### src/rtl/sync_gate_pd_pkg.sv
// Shared types and helpers for the sync noise gate and phase comparator.
// Assumes pixel positions are unsigned and below 2**HW.
package sync_gate_pd_pkg;

    // Phase comparator states: which sync fell first in the pending pair
    typedef enum logic [1:0] {
        PD_IDLE    = 2'd0,
        PD_HS_LEAD = 2'd1,
        PD_GS_LEAD = 2'd2
    } pd_state_t;

    // Window membership for a plain or wrapped gate (transparency handled by caller)
    function automatic logic win_hit(input logic [15:0] pos,
                                     input logic [15:0] first,
                                     input logic [15:0] last);
        if (first <= last)
            return (pos >= first) && (pos < last);
        else
            return (pos >= first) || (pos < last);
    endfunction

endpackage

### src/rtl/sync_gate.sv
// Resynchronises the asynchronous composite sync and gates its falling edges
// by pixel position. Assumes hcount is synchronous to clk. A start value
// beyond line_len together with a stop value inside it opens the gate fully.
module sync_gate #(
    parameter int HW          = 11,
    parameter int SYNC_STAGES = 2
) (
    input  logic          clk,
    input  logic          rst_n,
    input  logic          csync_n_in,
    input  logic [HW-1:0] hcount,
    input  logic [HW-1:0] gate_start,
    input  logic [HW-1:0] gate_stop,
    input  logic [HW-1:0] line_len,
    output logic          gsync_n,
    output logic          transparent
);
    import sync_gate_pd_pkg::*;

    logic [SYNC_STAGES-1:0] sync_sh;
    logic                   csync_s;
    logic                   csync_d;
    logic                   fall_s;
    logic                   in_win;
    logic                   gs_q;

    // Synchroniser chain, one flop per stage
    genvar gi;
    generate
        for (gi = 0; gi < SYNC_STAGES; gi++) begin : g_sync
            if (gi == 0) begin : g_first
                // First stage samples the raw input
                always_ff @(posedge clk) begin
                    if (!rst_n) sync_sh[0] <= 1'b1;
                    else        sync_sh[0] <= csync_n_in;
                end
            end else begin : g_next
                // Later stages shift the sample along
                always_ff @(posedge clk) begin
                    if (!rst_n) sync_sh[gi] <= 1'b1;
                    else        sync_sh[gi] <= sync_sh[gi-1];
                end
            end
        end
    endgenerate

    assign csync_s = sync_sh[SYNC_STAGES-1];

    // Previous synchronised level for edge detection
    always_ff @(posedge clk) begin
        if (!rst_n) csync_d <= 1'b1;
        else        csync_d <= csync_s;
    end

    assign fall_s = csync_d & ~csync_s;

    // Window decode: transparency override, otherwise plain or wrapped window
    always_comb begin
        transparent = (gate_start > line_len) && (gate_stop < line_len);
        in_win      = transparent |
                      win_hit(16'(hcount), 16'(gate_start), 16'(gate_stop));
    end

    // Gated output: rises with the sync, falls only on an accepted edge
    always_ff @(posedge clk) begin
        if (!rst_n)                gs_q <= 1'b1;
        else if (csync_s)          gs_q <= 1'b1;
        else if (fall_s && in_win) gs_q <= 1'b0;
    end

    assign gsync_n = gs_q;

    AST_NO_FALL_OUTSIDE: assert property (@(posedge clk) disable iff (!rst_n)
        $fell(gsync_n) |-> $past(in_win));
    AST_TRANSPARENT_PASS: assert property (@(posedge clk) disable iff (!rst_n)
        (transparent && fall_s) |=> !gsync_n);
    AST_RISE_RELEASES: assert property (@(posedge clk) disable iff (!rst_n)
        $rose(csync_s) |=> gsync_n);

endmodule

### src/rtl/phase_cmp.sv
// Times the gated sync against the generated horizontal sync, both active
// low. Assumes both inputs are synchronous to clk. Produces one strobe per
// matched pair of falling edges with a signed lag in pixel clocks. In limit
// mode, a pair is dropped if the leading sync rises early, and the lag is
// clipped to win_len.
module phase_cmp #(
    parameter int CW = 10,
    parameter int WW = 5
) (
    input  logic                 clk,
    input  logic                 rst_n,
    input  logic                 gsync_n,
    input  logic                 hsync_gen_n,
    input  logic                 lim_act,
    input  logic [WW-1:0]        win_len,
    output logic                 cmp_en,
    output logic signed [CW:0]   phase_err
);
    import sync_gate_pd_pkg::*;

    localparam logic [CW-1:0] CNT_MAX = {CW{1'b1}};

    pd_state_t           st, st_n;
    logic [CW-1:0]       cnt, cnt_n;
    logic                hs_r, hs_d, gs_d;
    logic                hs_fall, gs_fall;
    logic                done;
    logic                neg;
    logic [CW-1:0]       mag;
    logic [CW-1:0]       win_ext;
    logic [CW-1:0]       cnt_sat;
    logic [CW-1:0]       cnt_inc;
    logic signed [CW:0]  err_val;
    logic [CW:0]         err_abs;

    // Input register and edge-detect history for both syncs
    always_ff @(posedge clk) begin
        if (!rst_n) begin
            hs_r <= 1'b1;
            hs_d <= 1'b1;
            gs_d <= 1'b1;
        end else begin
            hs_r <= hsync_gen_n;
            hs_d <= hs_r;
            gs_d <= gsync_n;
        end
    end

    // Falling edges, clipped and incremented counts
    always_comb begin
        hs_fall = hs_d & ~hs_r;
        gs_fall = gs_d & ~gsync_n;
        win_ext = CW'(win_len);
        cnt_sat = (lim_act && (cnt > win_ext)) ? win_ext : cnt;
        cnt_inc = (cnt == CNT_MAX) ? cnt : cnt + 1'b1;
    end

    // Pair tracking: decide completion, abort or continued counting
    always_comb begin
        st_n  = st;
        cnt_n = cnt;
        done  = 1'b0;
        neg   = 1'b0;
        mag   = '0;
        unique case (st)
            PD_IDLE: begin
                if (gs_fall && hs_fall) begin
                    done = 1'b1;
                end else if (hs_fall) begin
                    st_n  = PD_HS_LEAD;
                    cnt_n = CW'(1);
                end else if (gs_fall) begin
                    st_n  = PD_GS_LEAD;
                    cnt_n = CW'(1);
                end
            end
            PD_HS_LEAD: begin
                if (gs_fall) begin
                    done = 1'b1;
                    mag  = cnt_sat;
                    st_n = PD_IDLE;
                end else if (lim_act && hs_r) begin
                    st_n = PD_IDLE;
                end else if (hs_fall) begin
                    cnt_n = CW'(1);
                end else begin
                    cnt_n = cnt_inc;
                end
            end
            PD_GS_LEAD: begin
                if (hs_fall) begin
                    done = 1'b1;
                    neg  = 1'b1;
                    mag  = cnt_sat;
                    st_n = PD_IDLE;
                end else if (lim_act && gsync_n) begin
                    st_n = PD_IDLE;
                end else if (gs_fall) begin
                    cnt_n = CW'(1);
                end else begin
                    cnt_n = cnt_inc;
                end
            end
            default: st_n = PD_IDLE;
        endcase
        err_val = neg ? -$signed({1'b0, mag}) : $signed({1'b0, mag});
    end

    // State and counter registers
    always_ff @(posedge clk) begin
        if (!rst_n) begin
            st  <= PD_IDLE;
            cnt <= '0;
        end else begin
            st  <= st_n;
            cnt <= cnt_n;
        end
    end

    // Strobe and held error output
    always_ff @(posedge clk) begin
        if (!rst_n) begin
            cmp_en    <= 1'b0;
            phase_err <= '0;
        end else begin
            cmp_en <= done;
            if (done) phase_err <= err_val;
        end
    end

    assign err_abs = phase_err[CW] ? (~phase_err + 1'b1) : phase_err;

    AST_STROBE_SINGLE: assert property (@(posedge clk) disable iff (!rst_n)
        cmp_en |=> !cmp_en);
    AST_LIMIT_BOUND: assert property (@(posedge clk) disable iff (!rst_n)
        (cmp_en && $past(lim_act)) |-> (err_abs <= {1'b0, $past(win_ext)}));
    AST_ERR_HOLD: assert property (@(posedge clk) disable iff (!rst_n)
        !cmp_en |-> $stable(phase_err));

endmodule

### src/rtl/sync_gate_pd.sv
// Top level: composite sync noise gate followed by the windowed phase
// comparator. Assumes all inputs except csync_n_in are synchronous to clk.
module sync_gate_pd #(
    parameter int HW          = 11,
    parameter int CW          = 10,
    parameter int WW          = 5,
    parameter int SYNC_STAGES = 2
) (
    input  logic                clk,
    input  logic                rst_n,
    input  logic                csync_n_in,
    input  logic                hsync_gen_n,
    input  logic [HW-1:0]       hcount,
    input  logic [HW-1:0]       gate_start,
    input  logic [HW-1:0]       gate_stop,
    input  logic [HW-1:0]       line_len,
    input  logic                limit_en,
    input  logic                limit_perm,
    input  logic [WW-1:0]       win_len,
    output logic                gsync_n,
    output logic                cmp_en,
    output logic signed [CW:0]  phase_err
);

    logic transparent;
    logic lim_act;

    sync_gate #(.HW(HW), .SYNC_STAGES(SYNC_STAGES)) u_gate (
        .clk        (clk),
        .rst_n      (rst_n),
        .csync_n_in (csync_n_in),
        .hcount     (hcount),
        .gate_start (gate_start),
        .gate_stop  (gate_stop),
        .line_len   (line_len),
        .gsync_n    (gsync_n),
        .transparent(transparent)
    );

    // Limit mode: permanent, or enabled while acquiring with the gate open
    always_comb lim_act = limit_perm | (limit_en & transparent);

    phase_cmp #(.CW(CW), .WW(WW)) u_pd (
        .clk        (clk),
        .rst_n      (rst_n),
        .gsync_n    (gsync_n),
        .hsync_gen_n(hsync_gen_n),
        .lim_act    (lim_act),
        .win_len    (win_len),
        .cmp_en     (cmp_en),
        .phase_err  (phase_err)
    );

    AST_RESET_QUIET: assert property (@(posedge clk)
        !rst_n |=> (gsync_n && !cmp_en && (phase_err == 0)));

endmodule

### config.mk
export PLATFORM = sky130hd
export DESIGN_NAME = sync_gate_pd
export DESIGN_NICKNAME = d
export VERILOG_FILES = /design/src/rtl/sync_gate_pd_pkg.sv /design/src/rtl/sync_gate.sv /design/src/rtl/phase_cmp.sv /design/src/rtl/sync_gate_pd.sv
export SDC_FILE = /design/constraint.sdc
export NUM_CORES = 1
export LEC_CHECK = 0
export ABC_AREA = 1
export ABC_CLOCK_PERIOD_IN_PS = 2440
export BUFFER_PORTS_ARGS = -buffer_cell sky130_fd_sc_hd__buf_2
export CAP_MARGIN = 20
export CORE_MARGIN = 4
export CORE_UTILIZATION = 45
export DETAILED_ROUTE_END_ITERATION = 10
export GPL_ROUTABILITY_DRIVEN = 0
export PLACE_DENSITY = 0.7
export SYNTH_ARGS = -nofsm -noshare
export SYNTH_HDL_FRONTEND = slang
export SYNTH_SLANG_ARGS = --single-unit
### constraint.sdc
create_clock -name clk -period 2.44 [get_ports clk]
set_input_delay 0.488 -clock clk [delete_from_list [all_inputs] [get_ports clk]]
set_output_delay 0.488 -clock clk [all_outputs]
set_load 0.05 [all_outputs]
==> results_dict.tcl, run 1 <==
set metrics [dict create \
    clockBufferDepth 2 \
    cts-hold-fix-buffers 0 \
    setup-violations-final 0 \
    synth_cells 505 \
    grt_usage_pct 20.63 \
    ir_drop_mv 0.6214 \
    core_area_mm2 0.007292 \
    min_period_ns 2.403 \
    max_stage_delay_ns 0.27 \
    max_freq_mhz 416.1 \
    io_buffers 67 \
    area_growth_pct 43.24 \
    via_per_inst 4.982 \
    synth-adder-area-share_pct 23.63 \
    ys_types 44 \
    first_iter_violations 150 \
    antenna_found_initial 0 \
    max-cap-violations 0 \
    outcome "finished, final reports clean" \
    required_ns 2.66 \
    clock_sinks 31 \
    cts_buffers 5 \
    wl_per_cell_um 13.29 \
    start_kind "input port" \
    ys_warn_count 0 \
    grt_max_degree 18 \
    drv_slew 0 \
    crit_path_max_fanout 8 \
    hold_viol 0 \
    grt_pass1_wl_um 14800 \
    die_x_um 94.77 \
    hp-class "in2reg" \
    dr.pass1.iters 4 \
    die_y_um 94.77 \
    synth_nets 624 \
    synth_seq_area_share_pct 18.32 \
    worst_pin_slew_ns 0.4926 \
    antenna_cells 0 \
    cts-root-buf "clkbuf_8" \
    start_util_pct 46.47 \
    drcViolationCount 0 \
    die_area_mm2 0.008981 \
    synth-simple-area-share_pct 31.68 \
    crit_type "in2reg" \
    gr-total-overflow 0 \
    finalCritPeriodShare_pct 98.49 \
    critPathBufInv 4 \
    power_density_mw_per_mm2 565.1 \
    nFillCells 624 \
    crit_top_cell "nor2_4" \
    h-tree-depth 2 \
    antenna_left 0 \
    cts_tree "done" \
    total_power_mw 2.743 \
    place_worst_setup_slack_ns -0.3964 \
    end_kind "register" \
    drt-total-wl_um 9571 \
    grt_pass1_vias 3386 \
    synth_xor_xnor_area_share_pct 1.034 \
    crit_path_top_delay_cell "ha_4" \
    layout.nets 739 \
    cp_top_family "simple AND/OR/NAND/NOR gates" \
    dp.cells 708 \
    vias 3587 \
    slew_headroom_pct 67.12 \
    netlist_area_mm2 0.003388 \
    clkTransAtPathRegs_ns 0.07 \
    cp_data_arrival_time_ns 2.62 \
    setup_ws_ns 0.03675 \
    synth_seq_cells 31 \
    synth_top_family_by_area "simple AND/OR/NAND/NOR gates" \
    rows 31 \
    dpl.hpwl_um 7634 \
    muxShareOfSynthArea_pct 0 \
    power_leakage_nw 2.470 \
    synth-compound-area-share_pct 13.70 \
    ios 68 \
    clk-insertion-delay-late_ns 0.29 \
    tns_ns 0 \
    crit_chain "buf_6 -> inv_4 -> ha_4 -> nand2_4 -> nor2_4 -> nand4_1 -> nor2_2 -> nor2_4 -> nand3_2 -> nand2_4 -> buf_6 -> inv_6 -> nor2_4 -> nand2_2 -> nand3_4 -> nor2_4 -> nand3_2 -> nor2_1 -> nor2_1 -> a21oi_2" \
    drive_above_1_share_pct 37.84 \
    postSynthAreaPerCell_um2 6.709 \
    skew_ns 0.008444 \
    stdcell_count 720 \
    rsz0062_at_grt "true" \
]
==> per-layer routing <==
layer,GRT usage (%),vias up,part of all wire [%]
met5,0,-,0
met3,4.382,18,4.8
met1,27.99,1603,46
met4,5.649,0,1.8
met2,32.94,72,47
li1,-,1894,-
==> report_power, final <==
part | switching (mW) | internal (mW) | total [mW]
registers | 0.0539 | 0.569 | 0.622
clock network | 0.209 | 0.330 | 0.539
logic | 0.913 | 0.668 | 1.58
==> path summary, 6_finish.rpt <==
| kind | startpoint | to | slack [ns] | depth (start not counted) |
|---|---|---|---|---|
| setup / recovery | line_len[8] | u_pd.cnt[4] | 0.04 | 20 |
| hold / removal | csync_n_in | u_gate.sync_sh[0] | 0.39 | 2 |
| setup reg to reg | u_pd.cnt[1] | u_pd.phase_err[5] | 0.15 | 18 |
| hold reg to reg | u_gate.sync_sh[0] | u_gate.csync_s | 0.43 | 1 |
==> registers in the layout (all words and copies together), names as in the netlist <==
register	cells
u_pd.phase_err	11
u_pd.cnt	10
u_gate.sync_sh	1
u_pd.hs_r	1
u_pd.hs_d	1
u_pd.st	2
u_gate.csync_s	1
u_pd.gs_d	1
u_pd.cmp_en	1
u_gate.gsync_n	1
u_gate.csync_d	1
==> logic make-up (layout without fill, tap and decap cells) <==
kind of cell | after synthesis | in the layout
AO/OA/AOI/OAI | 79 | 79
AND/OR/NAND/NOR | 226 | 226
buffers and inverters | 101 | 217
adder cells (fa/ha/maj) | 64 | 64
XOR/XNOR | 4 | 4
flip-flops | 31 | 31
==> layout make-up <==
type	instances	area (µm²)	share of cell area, %
clock buffer	6	82.58	1.701
timing repair buffer	114	788.3	16.24
multi-input combinational	373	2813	57.95
tap	99	123.9	2.552
clock inverter	2	35.03	0.7218
inverter	95	389.1	8.018
sequential	31	621.8	12.81
==> Yosys cell counts, drive strengths merged <==
cell	number	area, µm²
nand2	104	415.4
inv	95	359.1
ha	64	800.8
nor2	57	241.5
a21oi	37	196.4
nand3	34	227.7
dfxtp	31	620.6
o21ai	21	105.1
nor3	14	75.07
nand4	8	50.05
o211ai	5	37.54
a31oi	3	18.77
buf	3	23.77
clkbuf	3	11.26
o31ai	3	22.52
or2	3	18.77
a211oi	2	20.02
and2	2	12.51
and3	2	12.51
o2111ai	2	17.52
xnor2	2	17.52
xor2	2	17.52
a21o	1	7.510
a41oi	1	8.760
nand3b	1	7.510
nor4	1	12.51
o21a	1	7.510
o21bai	1	7.510
o221ai	1	8.760
o22ai	1	6.260
==> stage by stage <==
stage | hold slack (ns) | area [µm²] | utilization (%)
floorplan | 0.3925 | 3556 | -
detailed placement | 0.4171 | 4303 | 59.01
global route | 0.3891 | 4853 | 66.56
finish | 0.3922 | 4853 | 66.56
global placement | 0.4019 | 4303 | 59.01
CTS | 0.3887 | 4428 | 60.72
==> layout by cell type, fill, tap and decap left out, drive strengths merged <==
master   netlist  final
o2111ai        2      2
a21oi         37     37
o21a           1      1
o221ai         1      1
bufinv         0      1
o22ai          1      1
nor3          14     14
ha            64     64
o31ai          3      3
a211oi         2      2
o21bai         1      1
a31oi          3      3
xor2           2      2
inv           95     95
nand3b         1      1
and3           2      2
buf            3    114
or2            3      3
o21ai         21     21
a21o           1      1
clkbuf         3      6
nor2          57     57
o211ai         5      5
a41oi          1      1
nand2        104    104
xnor2          2      2
clkinv         0      1
nand3         34     34
nor4           1      1
and2           2      2
dfxtp         31     31
nand4          8      8
==> repair_timing <==
action | CTS | global route
resized for setup | 2 | 91
endpoints found under the setup margin | 8 | 22
pin swaps | 0 | 44
setup buffers | 0 | 4
Note: power is estimated with default switching activity, not from simulation.
==> run 2, diff against run 1 <==
- CORE_UTILIZATION: 45 -> 51
- PLACE_DENSITY: 0.7 -> 0.78
==> run 2 against run 1 <==
- cell area is 5.4% lower
- combinational power decreased by 11%
- via count grew 1.4%
- global-route usage is 2.7 points higher
- sequential power is essentially flat
- critical endpoint is now u_pd.phase_err[4]
==> results_dict.tcl, run 2 (synthesized netlist as in run 1, its figures left out) <==
set metrics [dict create \
    crit_path_max_fanout 8 \
    met3_usage_pct 3.226 \
    reg2reg_from "u_pd.cnt[3]" \
    clkTransAtPathRegs_ns 0.07 \
    start_util_pct 53.06 \
    post-route-util_pct 71.88 \
    gr-total-overflow 0 \
    dr.pass1.iters 4 \
    h-tree-depth 2 \
    hold_path.startpoint "csync_n_in" \
    antenna_found_initial 0 \
    rows 29 \
    core_area_mm2 0.006386 \
    power_density_mw_per_mm2 560.3 \
    required_ns 2.61 \
    wl_per_cell_um 13.69 \
    first_iter_violations 167 \
    grt.busiest_layer "met2" \
    largest_reg_flops 11 \
    grt_max_degree 18 \
    drt-total-wl_um 9472 \
    clock_sinks 31 \
    layout_common_cells "nand2_1 (85), inv_1 (71), buf_2 (61)" \
    cts-root-buf "clkbuf_8" \
    worst_pin_slew_ns 0.4427 \
    tns_ns 0 \
    stdcell_count 692 \
    antenna_cells 0 \
    area_growth_pct 35.49 \
    antenna_left 0 \
    top_register "u_pd.phase_err" \
    die_x_um 89.51 \
    slew_headroom_pct 70.46 \
    outcome "finished, final reports clean" \
    grt_pass1_vias 3494 \
    ios 68 \
    layout.nets 733 \
    grt_use_met2_pct 40.99 \
    cp_data_arrival_time_ns 2.56 \
    start_kind "input port" \
    hold_viol 0 \
    clockBufferDepth 2 \
    total_power_mw 2.572 \
    cts-hold-fix-buffers 0 \
    startpoint "line_len[9]" \
    io_buffers 67 \
    max-cap-violations 0 \
    grtUsageMet1_pct 30.51 \
    cts_tree "done" \
    drv_slew 0 \
    reg_top3 "u_pd.phase_err (11), u_pd.cnt (10), u_pd.st (2)" \
    crit_type "in2reg" \
    ir_drop_mv 0.5676 \
    drive_above_1_share_pct 34.63 \
    max_freq_mhz 419.6 \
    end_kind "register" \
    layout_commonest_cell "nand2_1" \
    min_period_ns 2.383 \
    grt_usage_pct 23.35 \
    rsz0062_at_grt "true" \
    die_area_mm2 0.008012 \
    setup-violations-final 0 \
    skew_ns 0.006732 \
    vias 3638 \
    clk-insertion-delay-late_ns 0.29 \
    grt_pass1_wl_um 14850 \
    hold_path_depth 2 \
    finalCritPeriodShare_pct 97.67 \
    hp-class "in2reg" \
    power_leakage_nw 2.394 \
    cts_buffers 5 \
    r2r_cells 15 \
    via_per_inst 5.257 \
    die_y_um 89.51 \
    dp.cells 680 \
    dpl.hpwl_um 7494 \
    drcViolationCount 0 \
]
run 2: cell type report:
cell class	instances	area, µm²
repair buffers	108	684.4
well taps	77	96.34
multi-input cells	373	2700
inverters	95	371.6
flip-flops and latches	31	620.6
clock inverters	2	35.03
fillers	518	1795
clock buffers	6	82.58
run 2: final timing paths:
kind                                          end  slack (ns)
worst min register to register     u_gate.csync_s        0.43
worst min-delay path            u_gate.sync_sh[0]        0.38
worst max-delay path            u_pd.phase_err[4]        0.06
worst max register to register  u_pd.phase_err[4]        0.17
run 2: what timing repair did:
item | 4_1_cts | 5_1_grt
resized for setup | 1 | 47
endpoints found under the setup margin | 2 | 16
pin swaps | 0 | 29
setup buffers | 0 | 4
run 2: stage by stage:
| step | setup slack (ns) | hold WS, ns | instance area, µm² |
|---|---|---|---|
| 2_1_floorplan | 0.001171 | 0.3925 | 3556 |
| 3_3_place_gp | -0.2137 | 0.4075 | 4230 |
| 3_5_place_dp | -0.2816 | 0.4109 | 4230 |
| 4_1_cts | 0.01791 | 0.3805 | 4349 |
| 5_1_grt | -0.05491 | 0.3789 | 4591 |
| 6_report | 0.05675 | 0.3811 | 4591 |
run 2: layer usage:
metal  part of all wire, %  routed length (µm)
met1                    44                4171
met2                    49                4632
met3                   6.1                 582
met4                  0.91                  86
met5                     0                   0
run 2: power by group:
group / leakage, nW / switching (mW) / internal (mW)
combinational: 2.08 / 0.844 / 0.567
clock: 0.0612 / 0.206 / 0.330
sequential: 0.252 / 0.0557 / 0.569
run 2: worst max-delay path, stage by stage:
cell and delay, ns:
buf_2 0.09, inv_2 0.06, ha_4 0.27, nand2_4 0.06, nor2_4 0.13, and2_4 0.15
nand2_2 0.04, nand3_2 0.09, nand3_2 0.10, nand2_4 0.12, nand3_1 0.15, nand3_4 0.15
ha_4 0.16, nand3_2 0.09, buf_4 0.14, nand2_1 0.07, xnor2_1 0.12, a21oi_1 0.08
